==> src/rtl/cur_arm_pkg.sv <==
package cur_arm_pkg;
    localparam int REG_W   = 32;
    localparam int NREG    = 4;
    localparam int ADDR_W  = $clog2(NREG);
    localparam int MODE_W  = 2;
    localparam int HGT_W   = 8;
    localparam int MIN_LOG = 6;
    localparam int GEO_W   = HGT_W + 1;

    typedef enum logic [ADDR_W-1:0] {
        SEL_CTRL = 2'd0,
        SEL_POS  = 2'd1,
        SEL_BASE = 2'd2,
        SEL_HGT  = 2'd3
    } reg_sel_e;

    typedef logic [NREG-1:0][REG_W-1:0] reg_arr_t;
endpackage

==> src/rtl/cur_wr_decode.sv <==
module cur_wr_decode
    import cur_arm_pkg::*;
#(
    parameter int DATA_W = REG_W
) (
    input  logic                 wr_en,
    input  logic [ADDR_W-1:0]    wr_addr,
    input  logic [DATA_W-1:0]    wr_data,
    input  logic [MODE_W-1:0]    live_mode,
    output logic [NREG-1:0]      wr_sel,
    output logic                 arm_req,
    output logic                 cancel_req
);
    logic enabling;

    for (genvar g = 0; g < NREG; g++) begin : g_sel
        assign wr_sel[g] = wr_en && (wr_addr == ADDR_W'(g));
    end

    always_comb begin
        enabling   = wr_sel[SEL_CTRL] && (live_mode == '0) &&
                     (wr_data[MODE_W-1:0] != '0);
        arm_req    = wr_sel[SEL_BASE] || enabling;
        cancel_req = wr_en && !arm_req;
    end
endmodule

==> src/rtl/cur_shadow_bank.sv <==
module cur_shadow_bank
    import cur_arm_pkg::*;
#(
    parameter int DATA_W = REG_W
) (
    input  logic                 clk,
    input  logic                 rst_n,
    input  logic [NREG-1:0]      wr_sel,
    input  logic [DATA_W-1:0]    wr_data,
    input  logic                 arm_req,
    input  logic                 cancel_req,
    input  logic                 vblank,
    output reg_arr_t             pend,
    output logic                 armed,
    output logic                 xfer
);
    typedef struct packed {
        reg_arr_t regs;
        logic     armed;
    } shadow_t;

    shadow_t st_d, st_q;

    always_comb begin
        st_d = st_q;
        for (int i = 0; i < NREG; i++) begin
            if (wr_sel[i]) st_d.regs[i] = wr_data;
        end
        if (arm_req)
            st_d.armed = 1'b1;
        else if (cancel_req)
            st_d.armed = 1'b0;
        else if (vblank && st_q.armed)
            st_d.armed = 1'b0;
    end

    always_ff @(posedge clk) begin
        if (!rst_n) st_q <= '0;
        else        st_q <= st_d;
    end

    assign pend  = st_q.regs;
    assign armed = st_q.armed;
    assign xfer  = vblank && st_q.armed;
endmodule

==> src/rtl/cur_live_bank.sv <==
module cur_live_bank
    import cur_arm_pkg::*;
#(
    parameter int DATA_W = REG_W
) (
    input  logic                 clk,
    input  logic                 rst_n,
    input  logic                 xfer,
    input  reg_arr_t             pend,
    output reg_arr_t             live,
    output logic                 enable,
    output logic [GEO_W-1:0]     width,
    output logic [GEO_W-1:0]     height
);
    reg_arr_t live_d, live_q;
    logic [MODE_W-1:0] mode;
    logic              hgt_en;

    always_comb begin
        live_d = xfer ? pend : live_q;
    end

    always_ff @(posedge clk) begin
        if (!rst_n) live_q <= '0;
        else        live_q <= live_d;
    end

    always_comb begin
        mode   = live_q[SEL_CTRL][MODE_W-1:0];
        hgt_en = live_q[SEL_HGT][DATA_W-1];
        enable = (mode != '0);
        width  = '0;
        height = '0;
        if (enable) begin
            width = GEO_W'(1) << (MIN_LOG + int'(mode) - 1);
            if (hgt_en)
                height = GEO_W'(live_q[SEL_HGT][HGT_W-1:0]) + GEO_W'(1);
            else
                height = width;
        end
    end

    assign live = live_q;
endmodule

==> src/rtl/cur_arm_bank.sv <==
module cur_arm_bank
    import cur_arm_pkg::*;
#(
    parameter int DATA_W = REG_W
) (
    input  logic                 clk,
    input  logic                 rst_n,
    input  logic                 wr_en,
    input  logic [ADDR_W-1:0]    wr_addr,
    input  logic [DATA_W-1:0]    wr_data,
    input  logic [ADDR_W-1:0]    rd_addr,
    output logic [DATA_W-1:0]    rd_data,
    output logic                 upd_armed,
    input  logic                 vblank,
    output logic [DATA_W-1:0]    live_ctrl,
    output logic [DATA_W-1:0]    live_pos,
    output logic [DATA_W-1:0]    live_base,
    output logic [DATA_W-1:0]    live_hgt,
    output logic                 live_enable,
    output logic [GEO_W-1:0]     live_width,
    output logic [GEO_W-1:0]     live_height
);
    logic [NREG-1:0] wr_sel;
    logic            arm_req, cancel_req, xfer;
    reg_arr_t        pend, live;

    cur_wr_decode #(.DATA_W(DATA_W)) u_dec (
        .wr_en      (wr_en),
        .wr_addr    (wr_addr),
        .wr_data    (wr_data),
        .live_mode  (live[SEL_CTRL][MODE_W-1:0]),
        .wr_sel     (wr_sel),
        .arm_req    (arm_req),
        .cancel_req (cancel_req)
    );

    cur_shadow_bank #(.DATA_W(DATA_W)) u_shadow (
        .clk        (clk),
        .rst_n      (rst_n),
        .wr_sel     (wr_sel),
        .wr_data    (wr_data),
        .arm_req    (arm_req),
        .cancel_req (cancel_req),
        .vblank     (vblank),
        .pend       (pend),
        .armed      (upd_armed),
        .xfer       (xfer)
    );

    cur_live_bank #(.DATA_W(DATA_W)) u_live (
        .clk    (clk),
        .rst_n  (rst_n),
        .xfer   (xfer),
        .pend   (pend),
        .live   (live),
        .enable (live_enable),
        .width  (live_width),
        .height (live_height)
    );

    assign rd_data   = pend[rd_addr];
    assign live_ctrl = live[SEL_CTRL];
    assign live_pos  = live[SEL_POS];
    assign live_base = live[SEL_BASE];
    assign live_hgt  = live[SEL_HGT];
endmodule

==> config.mk <==
export PLATFORM = sky130hd
export DESIGN_NAME = cur_arm_bank
export DESIGN_NICKNAME = d
export VERILOG_FILES = /design/src/rtl/cur_arm_pkg.sv /design/src/rtl/cur_wr_decode.sv /design/src/rtl/cur_shadow_bank.sv /design/src/rtl/cur_live_bank.sv /design/src/rtl/cur_arm_bank.sv
export SDC_FILE = /design/constraint.sdc
export NUM_CORES = 1
export LEC_CHECK = 0
export ABC_AREA = 1
export BUFFER_PORTS_ARGS = -buffer_cell sky130_fd_sc_hd__buf_2
export CORE_MARGIN = 2
export CORE_UTILIZATION = 50
export CTS_BUF_LIST = sky130_fd_sc_hd__clkbuf_4 sky130_fd_sc_hd__clkbuf_8 sky130_fd_sc_hd__clkbuf_16
export CTS_CLUSTER_DIAMETER = 50
export CTS_CLUSTER_SIZE = 40
export DETAILED_ROUTE_END_ITERATION = 8
export GPL_TIMING_DRIVEN = 0
export PLACE_DENSITY = 0.77
export RECOVER_POWER = 50
export SETUP_SLACK_MARGIN = 0.02
export SLEW_MARGIN = 20
export SYNTH_ARGS = -nofsm -noshare
export SYNTH_HDL_FRONTEND = slang
export SYNTH_HIERARCHICAL = 1
export SYNTH_SLANG_ARGS = --single-unit
==> constraint.sdc <==
create_clock -name clk -period 1 [get_ports clk]
set_input_delay 0.05 -clock clk [delete_from_list [all_inputs] [get_ports clk]]
set_output_delay 0.05 -clock clk [all_outputs]
set_load 0.05 [all_outputs]
==> run summary, run 1 <==
The flow did not finish. It got as far as 5_1_grt and failed there. The tool reported: "[ERROR GRT-0232] Routing congestion too high. Check the congestion heatmap in the GUI". The clock net in this run drives a total of 257 sinks.

The tools report the initial core utilization as 51.00%. The portion of the post-synthesis area used by sequential elements is 47.84%, and the number of ports placed on the die boundary is 220. The run gives 53 as the placement row count.

The tools report the last reported worst endpoint of the global-route repair pass as live_height[6]. Global routing used 80.69% of the available tracks across all layers. The number of buffers on the longest clock path came out at 3.

Dominant cell type by area after synthesis: dfxtp_1. The number of input and output port buffers inserted works out to 211. In this run, synthesis inferred 0 flip-flops with an integrated enable.

The tools report the half-perimeter wire length after placement as 25610 um. The cell with the most instances after synthesis was nor2_1. Entering global routing, the biggest net connects 19 pins.

The type of the worst endpoint after the last repair was an output port. Summed over its instances, the top area cell type makes up 47.84% of the synthesized netlist area. A synthesized cell averages 6.903 um^2.

Counting the buffers created by CTS gives 26. The die span in y was 150.7 um. The post-synthesis cell area was 10760 um^2. During synthesis, Yosys emitted a total of 6 warnings. The run gives 1 as the CTS H-tree depth. The floorplan step set the die width to 150.7 um.

Sorting the synthesized cells by area gives the leading types as dfxtp_1, nor2_1, o21ai_0. The congestion estimate from routability-driven global placement came to 0.9036. Sorting the synthesized cells by how often they occur yields nor2_1, dfxtp_1, o21ai_0, nand2_1, inv_1. Synthesis-stage register bit count: 257. The most used flip-flop cell after synthesis is dfxtp_1.

The number of distinct library cells after synthesis is 25. Timing analysis after detailed placement gives a worst setup slack of -0.4610 ns. The tree is rooted in a clkbuf_16. Of all flip-flops after synthesis, the portion carrying an async set or reset was 0%.

The leftover overflow at the end of global routing is 184. Counting every instance in the synthesized netlist gives 1558.
-- metal layers --
metal	overflow	track usage, %
met3	4	66.06
met4	103	88.41
met2	74	96.09
met5	1	31.82
met1	2	77.94
-- cell families after synthesis --
| kind of cell | count (synthesis) | share of synthesized area, % |
|---|---|---|
| flip-flops | 257 | 47.84 |
| XOR/XNOR | 2 | 0.1629 |
| other | 1 | 0.03487 |
| AO/OA/AOI/OAI | 272 | 12.68 |
| AND/OR/NAND/NOR | 765 | 27.61 |
| buffers and inverters | 260 | 11.56 |
| adder cells (fa/ha/maj) | 1 | 0.1163 |
-- stage by stage --
step                      hold WS (ns)  TNS, ns  utilization, %  cell area [um^2]  instances
after global placement          0.3250   -88.99           59.12             12470       2049
after CTS                     -0.01500   -67.41           89.84             18950       2314
after detailed placement        0.3291   -91.70           59.12             12470       2049
after floorplan                 0.1849   -25.77               -             11070       1563
-- what timing repair did --
action | 4_1_cts
hold buffers | 38
cloned | 22
gates resized for setup | 1222
pin swaps | 140
endpoints found under the setup margin | 303
endpoints found under the hold margin | 135
buffers inserted | 163
==> inputs of run 2 (changes only) <==
--- a/config.mk
+++ b/config.mk
@@ -8,15 +8,11 @@
 export ABC_AREA = 1
 export BUFFER_PORTS_ARGS = -buffer_cell sky130_fd_sc_hd__buf_2
 export CORE_MARGIN = 2
-export CORE_UTILIZATION = 50
-export CTS_BUF_LIST = sky130_fd_sc_hd__clkbuf_4 sky130_fd_sc_hd__clkbuf_8 sky130_fd_sc_hd__clkbuf_16
-export CTS_CLUSTER_DIAMETER = 50
-export CTS_CLUSTER_SIZE = 40
+export CORE_UTILIZATION = 40
 export DETAILED_ROUTE_END_ITERATION = 8
 export GPL_TIMING_DRIVEN = 0
-export PLACE_DENSITY = 0.77
+export PLACE_DENSITY_LB_ADDON = 0.15
 export RECOVER_POWER = 50
-export SETUP_SLACK_MARGIN = 0.02
 export SLEW_MARGIN = 20
 export SYNTH_ARGS = -nofsm -noshare
 export SYNTH_HDL_FRONTEND = slang
==> constraint.sdc (replaced) <==
create_clock -name clk -period 1.3 [get_ports clk]
set_input_delay 0.065 -clock clk [delete_from_list [all_inputs] [get_ports clk]]
set_output_delay 0.065 -clock clk [all_outputs]
set_load 0.05 [all_outputs]
==> run summary, run 2 <==
The via count of the routed design was 11820. The proportion of synthesized area in mux cells is 0% (unchanged). Number of search-and-repair iterations in the first detailed-routing pass: 5.

Ratio of routed vias to standard cells: 5.042. The final setup violation count is 146. The die covers 28220 um^2.

For the initial core utilization, the log shows 40.36% (was 51.00%). The clock-pin slew on the worst setup and hold paths is 0.06 ns, and the gate count after technology mapping is 1558 (unchanged). The combinational family with the most area after synthesis was simple AND/OR/NAND/NOR gates (unchanged). TritonCTS built the clock tree. The routability congestion estimate from global placement is 0.8575 (was 0.9036), and the power share of the sequential group is 40.4%.

Combinational logic is responsible for 19.7% of the overall power. The run gives 10760 um^2 (unchanged) as the post-synthesis cell area. Die span in y: 168.0 um (was 150.7 um). The tools report the required time at the worst-slack endpoint as 1.24 ns. The dominant register cell in the synthesized netlist was dfxtp_1 (unchanged). The final reports fail on negative setup slack. The tools report the buffer type at the clock tree root as clkbuf_16 (unchanged). The proportion of netlist area held by the largest area contributor is 47.84% (unchanged). Leading post-synthesis cells by cell area: dfxtp_1, nor2_1, o21ai_0 (unchanged). The fraction of the mapped netlist area in simple logic gates is 27.61% (unchanged), and the number of antenna cells inserted is 0. At the pin with the least slew margin, the transition time is 0.6701 ns. The initial antenna violation count is 0, and the relative area change from synthesis to final layout is 52.41%. The logs give 55.32% for the max-slew headroom at the worst pin and 2774 um for the met3 wire length.

In the layout the commonest cells are nor2_1, o21ai_0, buf_4. The count of fill cells added during filler insertion is 2393, and the power density normalized to cell area is 1294 nW/um^2. The synthesis-stage register bit count came out at 257 (unchanged). The core region is 26650 um^2. For the total wirelength of the detailed-routed design, the log shows 41260 um. The portion of the post-synthesis area used by sequential elements is 47.84% (unchanged), and the first-pass GRT wire length is 61330 um. In the detailed route, the total length drawn on met2 is 19380 um. For the number of global-route vias before repair, the log shows 11340. The critical path start-end classification is reg2out. For this design the total switching power over the nets is 6.365 mW.

The most common library cell in the layout ignoring fill and taps was nor2_1. The number of input and output port buffers inserted works out to 211 (unchanged). The largest fanout on the critical path is 4, and the worst setup slack after placement is -0.5499 ns (was -0.4610 ns).

The adder and majority gate portion of the synthesized area works out to 0.1163% (unchanged). The internal portion of the total power is 14.85 mW. The number of buffers on the longest clock path was 3 (unchanged).

The all-layer global routing usage was 27.58%; the clock sink count was 257 (unchanged). The maximum clock rate came out at 0.5425 GHz. The min-delay analysis places its worst path in the category in2reg. Of the available clock period, the critical path in the final layout requires 141.8%. The synthesized-area fraction occupied by xor and xnor cells was 0.1629% (unchanged).

The tools report the half-perimeter wire length after placement as 27130 um (was 25610 um). The run gives 39.9% as the part of the total power dissipated in the clock network. The number of synthesized flops with an enable pin works out to 0 (unchanged). The run finished, with violations left. In this run the remaining antenna-violating nets after routing total 0.

The number of distinct library cells after synthesis was 25 (unchanged). The iteration-0 DRC count of the detailed router is 782. After detailed routing, no signal wire sits above met4. The final total power is 21.22 mW, and the placement row count is 60 (was 53).

The net switching fraction of the power is 30.00%. After detailed routing, the wire length on met1 is 17570 um. Setup repair after global routing could not meet its margin everywhere. The layout cell share with drive strength beyond 1 was 44.73%; the final worst slack was -0.5434 ns.

Total count of hold-check failures in the final report: 0. The kind of capture point of the worst setup path is a primary output. Summed over all layers, the global routing overflow is 0. For the final database, setup skew stands at 0.006606 ns. The cell with the most instances after synthesis is nor2_1 (unchanged). After detailed routing, the average wire length per cell comes to 17.60 um. The x dimension of the die is 168.0 um (was 150.7 um), and the compound-gate portion of the synthesized area is 12.68% (unchanged). Maximum number of pins on one net before global-route repair: 14. Data arrives at the worst endpoint at 1.78 ns. The number of ports placed on the die boundary is 220 (unchanged), and the shortest clock period the worst path allows after layout is 1.843 ns. The average instance area after synthesis was 6.903 um^2 (unchanged).

The run gives 2022 as the post-layout net count. The tools report the type of origin of the critical path as a flop. The worst-case IR drop observed on VDD is 1018 uV.

The tools report the count of max-cap constraint violations as 0. The run gives 0.08422 ns as the tightest hold margin. Top cells by instance count after synthesis: nor2_1, dfxtp_1, o21ai_0, nand2_1, inv_1 (unchanged). The fraction of synthesis flops using an asynchronous set or reset pin works out to 0% (unchanged). In the routed design, unresolved DRC markers number 0. Dominant cell type by area after synthesis: dfxtp_1 (unchanged).

The logs give 8.163 nW for the leakage power and 28 (was 26) for the number of buffers inserted during clock tree synthesis. The number of warnings issued by yosys came out at 6 (unchanged). CTS H-tree depth: 1 (unchanged). The clock latency of the later-clocked register in the worst-skew pair is 0.55 ns, and the max-slew violation count is 0.
-- run 2: routing by layer --
layer	GRT usage (%)	vias up
li1	-	5672
met1	35.93	5621
met2	46.23	441
met3	3.761	85
met4	11.15	0
met5	0	-
-- run 2: worst paths after layout --
| check | from | to | slack (ns) | cells after the start |
|---|---|---|---|---|
| max reg2reg | u_shadow/armed | u_live/live[62] | -0.13 | 8 |
| max | u_live/live[96] | live_height[6] | -0.54 | 6 |
| min reg2reg | u_live/live[17] | u_live/live[17] | 0.48 | 2 |
| min | wr_addr[0] | u_shadow/pend[29] | 0.08 | 4 |
-- run 2: logic make-up after synthesis --
| kind of cell | Yosys count |
|---|---|
| AND/OR/NAND/NOR | 765 |
| AO/OA/AOI/OAI | 272 |
| flip-flops | 257 |
| other | 1 |
| buffers and inverters | 260 |
| XOR/XNOR | 2 |
| adder cells (fa/ha/maj) | 1 |
-- run 2: repair_timing --
item	in CTS	in global routing
endpoints found under the hold margin	132	1
pin swaps	60	80
gates cloned	0	4
setup endpoints to repair	176	242
hold buffers	38	1
gates resized for setup	390	257
setup buffers	111	25
-- run 2: worst max-delay path: stages (launching register included) --
cell,delay [ns]
dfxtp_4,0.39
ha_4,0.17
nand3_4,0.07
o21bai_1,0.15
nand2_2,0.10
a21oi_4,0.18
buf_6,0.18
-- run 2: power by group through the flow --
stage          sequential [mW]  combinational, mW  clock [mW]
6_report                  8.58               4.18        8.46
5_1_grt                   8.62               4.42        8.88
2_1_floorplan             9.34               1.52           0
3_5_place_dp              8.73               3.08           0
3_3_place_gp              8.72               3.06           0
4_1_cts                   8.55               3.83        8.53
-- run 2: through the flow --
step | utilization, % | cell area [um^2] | setup TNS [ns] | cells
after CTS | 58.08 | 15480 | -6.540 | 2314
after global placement | 46.50 | 12390 | -63.19 | 2115
after global routing | 61.51 | 16390 | -24.05 | 2344
final | 61.51 | 16390 | -11.14 | 2344
after floorplan | - | 10910 | -0.08501 | 1563
after detailed placement | 46.50 | 12390 | -64.02 | 2115
-- run 2: layout make-up --
cell class | count | area (um^2) | area share [%]
multi-input combinational | 1046 | 5226 | 31.88
buffer | 103 | 747.0 | 4.557
inverter | 155 | 605.6 | 3.694
sequential | 257 | 5351 | 32.65
clock buffer | 43 | 858.3 | 5.236
tap | 341 | 426.7 | 2.603
clock inverter | 9 | 125.1 | 0.7633
timing repair buffer | 390 | 3052 | 18.62
No activity file was read; power rests on OpenSTA's default activity.
==> inputs of run 3 (changes only) <==
--- a/config.mk
+++ b/config.mk
@@ -11,8 +11,8 @@
 export CORE_UTILIZATION = 40
 export DETAILED_ROUTE_END_ITERATION = 8
 export GPL_TIMING_DRIVEN = 0
+export MAX_ROUTING_LAYER = met4
 export PLACE_DENSITY_LB_ADDON = 0.15
-export RECOVER_POWER = 50
 export SLEW_MARGIN = 20
 export SYNTH_ARGS = -nofsm -noshare
 export SYNTH_HDL_FRONTEND = slang
==> run summary, run 3 (synthesis gave the netlist of run 2 again) <==
The run gives 27130 um (unchanged) as the half-perimeter wire length after placement. Critical path start-end classification: reg2out (unchanged). The routability congestion estimate from global placement is 0.8712 (was 0.8575).

The logs give 1020 uV (was 1018 uV) for the maximum vdd drop and 0 (unchanged) for the remaining antenna violation count. The post-layout net count was 2022 (unchanged); the shortest clock period the worst path allows after layout was 1.834 ns (was 1.843 ns). The ratio of routed vias to standard cells came out at 4.999 (was 5.042). The number of search-and-repair iterations in the first detailed-routing pass was 5 (unchanged); the placed instance area was 12390 um^2 (unchanged). The most common library cell in the layout ignoring fill and taps was nor2_1 (unchanged). The power density normalized to cell area was 1295 nW/um^2 (was 1294 nW/um^2); the die span in y was 168.0 um (unchanged).

The clock latency of the later-clocked register in the worst-skew pair is 0.54 ns (was 0.55 ns). The final worst slack is -0.5339 ns (was -0.5434 ns), and the number of input and output port buffers inserted is 211 (unchanged). The run gives 2344 (unchanged) as the count of non-filler cells in the finished layout. The run gives 0 (unchanged) as the number of antenna cells inserted. Iteration-0 DRC count of the detailed router: 938 (was 782).

The count of max-cap constraint violations came out at 0 (unchanged). The tools report the kind of capture point of the worst setup path as a primary output (unchanged). The logs give 8.197 nW (was 8.163 nW) for the leakage power and 0 (unchanged) for the initial antenna violation count.

For the number of ports placed on the die boundary, the log shows 220 (unchanged). The total placed cells including tap cells was 2115 (unchanged). The maximum clock rate is 0.5453 GHz (was 0.5425 GHz). The type of origin of the critical path was a flop (unchanged). The largest fanout on the critical path came out at 4 (unchanged). The routed wire length per instance works out to 17.51 um (was 17.60 um). The logs give 41040 um (was 41260 um) for the total wirelength of the detailed-routed design and 0.01034 ns (was 0.006606 ns) for the largest clock skew in the final design. Failing checks: negative setup slack (unchanged). The maximum number of pins on one net before global-route repair is 14 (unchanged), and the die outline area is 28220 um^2 (unchanged).

The path class of the lowest-slack min-delay path was in2reg (unchanged). The run gives 40.36% (unchanged) as the initial core utilization. The max-slew violation count was 0 (unchanged).

Most frequent cells in the layout: nor2_1, o21ai_0, buf_2 (was nor2_1, o21ai_0, buf_4). The all-layer global routing usage is 28.41% (was 27.58%), and the total count of hold-check failures in the final report is 0 (unchanged). For the number of buffers inserted during clock tree synthesis, the log shows 28 (unchanged). The slew at the pin with the worst max-slew slack was 0.6784 ns (was 0.6701 ns). The portion of the clock cycle consumed by the worst path in the final layout came out at 141.1% (was 141.8%). The tightest hold margin was 0.02055 ns (was 0.08422 ns); the count of unresolved DRC violations after routing was 0 (unchanged).

The relative area change from synthesis to final layout is 52.21% (was 52.41%). The x dimension of the die is 168.0 um (unchanged). The placement row count was 60 (unchanged).

The run gives 48 (was 146) as the final setup violation count. The buffer type at the clock tree root was clkbuf_16 (unchanged). For the number of buffers on the longest clock path, the log shows 3 (unchanged). The run gives 16370 um^2 (was 16390 um^2) as the post-layout instance area. The logs give 11340 (about the same) for the number of global-route vias before repair and 1.77 ns (was 1.78 ns) for the arrival time at the worst endpoint. Setup repair after global routing could not meet its margin everywhere. The tools report the leftover overflow at the end of global routing as 0 (unchanged). The run finished, with violations left. The tools report the first-pass GRT wire length as 61330 um (unchanged). The required time at the worst-slack endpoint is 1.24 ns (about the same). The run gives 1 (unchanged) as the CTS H-tree depth. The via count of the routed design was 11720 (was 11820). TritonCTS built the clock tree. The layout cell share with drive strength beyond 1 came out at 45.08% (was 44.73%). The final total power came out at 21.20 mW (was 21.22 mW).

The logs give 61.43% (was 61.51%) for the final design utilization and 257 (unchanged) for the clock sink count. The clock-pin slew on the worst setup and hold paths is 0.06 ns (about the same). The standard cell core area was 26650 um^2 (unchanged); the max-slew headroom at the worst pin was 54.77% (was 55.32%).
[run 3: cell count changes in the layout (fill, tap and decap cells not counted), sizes merged]
cell and change:
clkbuf -59, buf +59
[run 3: area by class of cell]
class                           instances  area (um^2)
Inverter                              155        605.6
Timing Repair Buffer                  390         3037
Clock inverter                          9        125.1
Fill cell                            2393        10280
Clock buffer                           43        858.3
Tap cell                              341        426.7
Buffer                                103        754.5
Sequential cell                       257         5355
Multi-Input combinational cell       1046         5209
[run 3: where the power goes]
group	total (mW)	internal (mW)	leakage, nW	switching, mW
combinational	4.17	1.42	5.56	2.75
clock	8.45	5.12	0.480	3.33
sequential	8.57	8.31	2.16	0.263
total	21.2	14.9	8.20	6.34
[run 3: layer usage]
| metal | vias up | GRT usage, % | part of all wire (%) |
|---|---|---|---|
| met5 | - | - | 0 |
| met4 | 0 | 9.792 | 3.5 |
| met3 | 75 | 3.432 | 6.4 |
| met2 | 430 | 46.87 | 47 |
| met1 | 5545 | 36.17 | 43 |
| li1 | 5668 | - | - |
[run 3: repair_timing]
item                                   4_1_cts  5_1_grt
hold buffers                                38        1
pin swaps                                   60       80
buffers inserted                           111       26
setup endpoints to repair                  176      242
resized for setup                          390      254
endpoints found under the hold margin      132        1
gates cloned                                 0        3
[run 3: stage by stage]
| stage | TNS, ns | setup slack (ns) |
|---|---|---|
| after floorplan | -0.08501 | -0.08501 |
| after global placement | -63.19 | -0.5497 |
| after detailed placement | -64.02 | -0.5499 |
| after CTS | -6.540 | -0.4840 |
| after global routing | -8.592 | -0.5885 |
| final | -6.346 | -0.5339 |
[run 3: worst max-delay path, stage by stage, from the launching register on]
cell and delay [ns]:
dfxtp_4 0.39, ha_4 0.17, nand3_4 0.07, o21bai_1 0.15
nand2_2 0.10, a21oi_4 0.18, buf_6 0.18
[run 3: worst paths after layout]
| kind | from | end | slack [ns] | cells past startpoint |
|---|---|---|---|---|
| worst min register to register | u_live/live[15] | u_live/live[15] | 0.48 | 2 |
| worst min-delay path | wr_addr[0] | u_shadow/pend[29] | 0.02 | 4 |
| worst max register to register | u_shadow/armed | u_live/live[62] | -0.02 | 8 |
| worst max-delay path | u_live/live[96] | live_height[6] | -0.53 | 6 |
==> inputs of run 4 (changes only) <==
--- a/config.mk
+++ b/config.mk
@@ -5,10 +5,8 @@
 export SDC_FILE = /design/constraint.sdc
 export NUM_CORES = 1
 export LEC_CHECK = 0
-export ABC_AREA = 1
 export BUFFER_PORTS_ARGS = -buffer_cell sky130_fd_sc_hd__buf_2
-export CORE_MARGIN = 2
-export CORE_UTILIZATION = 40
+export CORE_UTILIZATION = 55
 export DETAILED_ROUTE_END_ITERATION = 8
 export GPL_TIMING_DRIVEN = 0
 export MAX_ROUTING_LAYER = met4
==> run summary, run 4 <==
For the placed instance area, the log shows 12610 um^2 (was 12390 um^2). The maximum single-stage delay on the critical path is 0.38 ns (was 0.39 ns), and the final-layout setup total negative slack is -17.29 ns (was -6.346 ns). The clock sink count is 257 (unchanged). Critical path, cell by cell: ha_4 > nand2_2 > or3_4 > a31oi_4 > buf_6 (was ha_4 > nand3_4 > o21bai_1 > nand2_2 > a21oi_4 > buf_6).

The minimum setup slack among reg-to-reg paths was -0.17 ns (was -0.02 ns); the portion of the clock cycle consumed by the worst path in the final layout was 145.1% (was 141.1%). The tools report the clock latency of the later-clocked register in the worst-skew pair as 0.53 ns (was 0.54 ns). The run finished, with violations left. The proportion of netlist area held by the largest area contributor came out at 47.01% (was 47.84%).

The clock-pin slew on the worst setup and hold paths was 0.06 ns (about the same). The cell with the most instances after synthesis is dfxtp_1 (was nor2_1). The path class of the lowest-slack min-delay path was in2reg (unchanged).

The number of input and output port buffers inserted was 211 (unchanged); the part of the total power dissipated in the clock network was 41.0% (was 39.9%). The tools report the capture instance of the worst register-to-register path as u_shadow/armed (was u_live/live[62]). Leading post-synthesis cells by cell area: dfxtp_1, mux2i_1, nor2b_1 (was dfxtp_1, nor2_1, o21ai_0). The shortest clock period the worst path allows after layout came out at 1.887 ns (was 1.834 ns). The power density normalized to cell area was 1084 nW/um^2 (was 1295 nW/um^2); the gate count after technology mapping was 925 (was 1558).

The total wirelength of the detailed-routed design is 33770 um (was 41040 um). The tools report the power share of the sequential group as 46.7% (was 40.4%). Top cells by instance count after synthesis: dfxtp_1, mux2i_1, nor2b_1, mux4_2, buf_2 (was nor2_1, dfxtp_1, o21ai_0, nand2_1, inv_1). The via count of the routed design is 8639 (was 11720).

The number of global-route vias before repair was 8312 (was 11340); the number of distinct library cells after synthesis was 36 (was 25). The number of buffers on the longest clock path came out at 3 (unchanged). The run gives 1.82 ns (was 1.77 ns) as the arrival time at the worst endpoint. The net switching fraction of the power was 24.30% (was 29.92%). The x dimension of the die is 143.1 um (was 168.0 um), and the post-layout net count is 1381 (was 2022).

For the initial antenna violation count, the log shows 0 (unchanged). Average instance area after synthesis: 11.83 um^2 (was 6.903 um^2). The tools report the maximum number of pins on one net before global-route repair as 14 (unchanged). The tools report the count of unresolved DRC violations after routing as 0 (unchanged). Ratio of routed vias to standard cells: 5.329 (was 4.999). Dominant cell type by area after synthesis: dfxtp_1 (unchanged). Internal power of the cells: 13.17 mW (was 14.86 mW). The total count of hold-check failures in the final report is 0 (unchanged), and the synthesis-stage register bit count is 257 (unchanged). The post-synthesis cell area was 10950 um^2 (was 10760 um^2). The tools report the CTS H-tree depth as 1 (unchanged). Failing checks: negative setup slack (unchanged).

The routability congestion estimate from global placement was 0.8481 (was 0.8712). For the first-pass GRT wire length, the log shows 46400 um (was 61330 um). The critical path's slowest cell is dfxtp_4 (unchanged).

The number of warnings issued by yosys was 6 (unchanged). The logs give 0.5300 GHz (was 0.5453 GHz) for the maximum clock rate and 0 (unchanged) for the leftover overflow at the end of global routing. Setup repair after global routing could not meet its margin everywhere. The remaining antenna violation count was 0 (unchanged); the iteration-0 DRC count of the detailed router was 512 (was 938). The cell count of the worst hold path came out at 3 (was 4).

The kind of capture point of the worst setup path is a primary output (unchanged). The routed wire length per instance came out at 20.83 um (was 17.51 um). The tools report the final worst slack as -0.5868 ns (was -0.5339 ns).

The layout cell share with drive strength beyond 1 is 47.12% (was 45.08%). The tools report the launch instance of the worst register-to-register path as u_live/live[1] (was u_shadow/armed). The die span in y is 143.1 um (was 168.0 um), and the die outline area is 20470 um^2 (was 28220 um^2).

The slew at the pin with the worst max-slew slack works out to 0.8225 ns (was 0.6784 ns). The type of origin of the critical path is a flop (unchanged). The tightest hold margin came out at 0.07532 ns (was 0.02055 ns).

For the portion of the post-synthesis area used by sequential elements, the log shows 47.01% (was 47.84%). The leakage power came out at 6.298 nW (was 8.197 nW). The critical path buffer and inverter count works out to 1 (unchanged).

The half-perimeter wire length after placement came out at 19270 um (was 27130 um). The critical path start-end classification is reg2out (unchanged). The run gives 220 (unchanged) as the number of ports placed on the die boundary.

The max-slew violation count was 0 (unchanged). TritonCTS built the clock tree. The tools report the placement row count as 51 (was 60). The tools report the combinational group share of total power as 12.3% (was 19.7%). The tools report the start point of the critical path as u_live/live[97] (was u_live/live[96]). The largest clock skew in the final design is 0.01502 ns (was 0.01034 ns). Most frequent cells in the layout: nor2b_1, mux2i_1, buf_2 (was nor2_1, o21ai_0, buf_2). For the initial core utilization, the log shows 56.24% (was 40.36%). Post-layout instance area: 16050 um^2 (was 16370 um^2).

The tools report the max-slew headroom at the worst pin as 45.17% (was 54.77%). The dominant register cell in the synthesized netlist is dfxtp_1 (unchanged). For the standard cell core area, the log shows 19460 um^2 (was 26650 um^2).

The dominant delay contributor by cell family on the critical path was simple AND/OR/NAND/NOR gates (was flip-flops). The required time at the worst-slack endpoint was 1.24 ns (about the same); the count of max-cap constraint violations was 0 (unchanged). The maximum vdd drop is 1139 uV (was 1020 uV), and the worst setup slack after placement is -0.1538 ns (was -0.5499 ns). The number of search-and-repair iterations in the first detailed-routing pass came out at 5 (unchanged).

The end point of the most critical hold path was u_shadow/pend[47] (was u_shadow/pend[29]). The fraction of synthesis flops using an asynchronous set or reset pin works out to 0% (unchanged). Source of the worst hold timing path: rst_n (was wr_addr[0]).

For the final design utilization, the log shows 82.45% (was 61.43%). The number of cells on the worst reg-to-reg path is 7 (was 8). The logs give 4.227 mW (was 6.342 mW) for the net switching power figure and 132 (was 48) for the final setup violation count. Buffer type at the clock tree root: clkbuf_16 (unchanged). For the all-layer global routing usage, the log shows 30.74% (was 28.41%).

Most common library cell in the layout ignoring fill and taps: nor2b_1 (was nor2_1). The number of synthesized flops with an enable pin is 0 (unchanged), and the relative area change from synthesis to final layout is 46.60% (was 52.21%). The number of antenna cells inserted was 0 (unchanged); the largest fanout on the critical path was 3 (was 4). The number of buffers inserted during clock tree synthesis is 27 (was 28).
## run 4: changes by cell type after synthesis, sizes merged, moves of 29 or more
cell | previous run | this run
o21ai | 259 | 4
nor2b | 0 | 256
nand3 | 70 | 3
clkbuf | 48 | 19
mux2i | 0 | 256
nor2 | 519 | 13
mux4 | 0 | 32
inv | 155 | 3
nand2 | 173 | 5
## run 4: timing repair
item / in CTS / in global routing
pin swaps: 6 / 2
setup endpoints to repair: 165 / 160
buffers inserted: 95 / 22
hold buffers: 36 / 0
gates resized for setup: 284 / 59
cloned: 2 / 15
endpoints found under the hold margin: 137 / 0
## run 4: per-stage QoR
step	cells	power, mW
after CTS	1584	17.22
final	1621	17.40
after global routing	1621	17.93
after floorplan	930	9.405
after global placement	1406	9.820
after detailed placement	1406	9.838
## run 4: worst max-delay path by stage
| stage | endpoint | cells past startpoint |
|---|---|---|
| finish | live_height[6] | 5 |
| detailed placement | live_height[7] | 4 |
| floorplan | live_height[7] | 3 |
| global route | live_height[7] | 4 |
| CTS | live_height[7] | 4 |
| global placement | live_height[7] | 4 |
## run 4: cells by family (layout without fill, tap and decap cells)
kind of cell    Yosys count  after routing  synth area share (%)
compound gates           12             12                0.7087
xor+xnor                  3              3                0.2401
fa+ha+maj                 1              1                0.1143
buf+inv                  76            502                 5.796
flops                   257            257                 47.00
mux                     288            288                 30.06
other cells               1              6               0.03426
simple gates            287            287                 16.04
## run 4: area by class of cell
class	count	area [um^2]
Fill cell	1089	3416
Sequential cell	257	5340
Tap cell	265	331.6
Inverter	3	18.77
Timing Repair Buffer	381	3232
Multi-Input combinational cell	597	5460
Buffer	73	859.6
Clock inverter	6	33.78
Clock buffer	39	770.7
## run 4: worst register-to-register path, stage by stage (launching register included)
cell     delay (ns)
dfxtp_4        0.35
buf_6          0.13
buf_6          0.11
buf_6          0.13
o31a_1         0.26
o21a_1         0.18
nor3b_2        0.14
o21a_1         0.12
## run 4: per-layer routing
layer / vias up / routed length, um / global-route usage (%)
met5: - / 0 / -
met4: 0 / 1128 / 9.394
met3: 89 / 1738 / 3.756
met2: 342 / 16670 / 51.14
met1: 4232 / 14230 / 38.99
li1: 3976 / - / -
## run 4: power groups by stage
stage / clock, mW / sequential [mW] / combinational [mW]
after global placement: 0 / 8.32 / 1.50
after global routing: 7.57 / 8.14 / 2.22
after detailed placement: 0 / 8.32 / 1.52
final: 7.13 / 8.13 / 2.13
after floorplan: 0 / 8.33 / 1.08
after CTS: 7.18 / 8.12 / 1.93
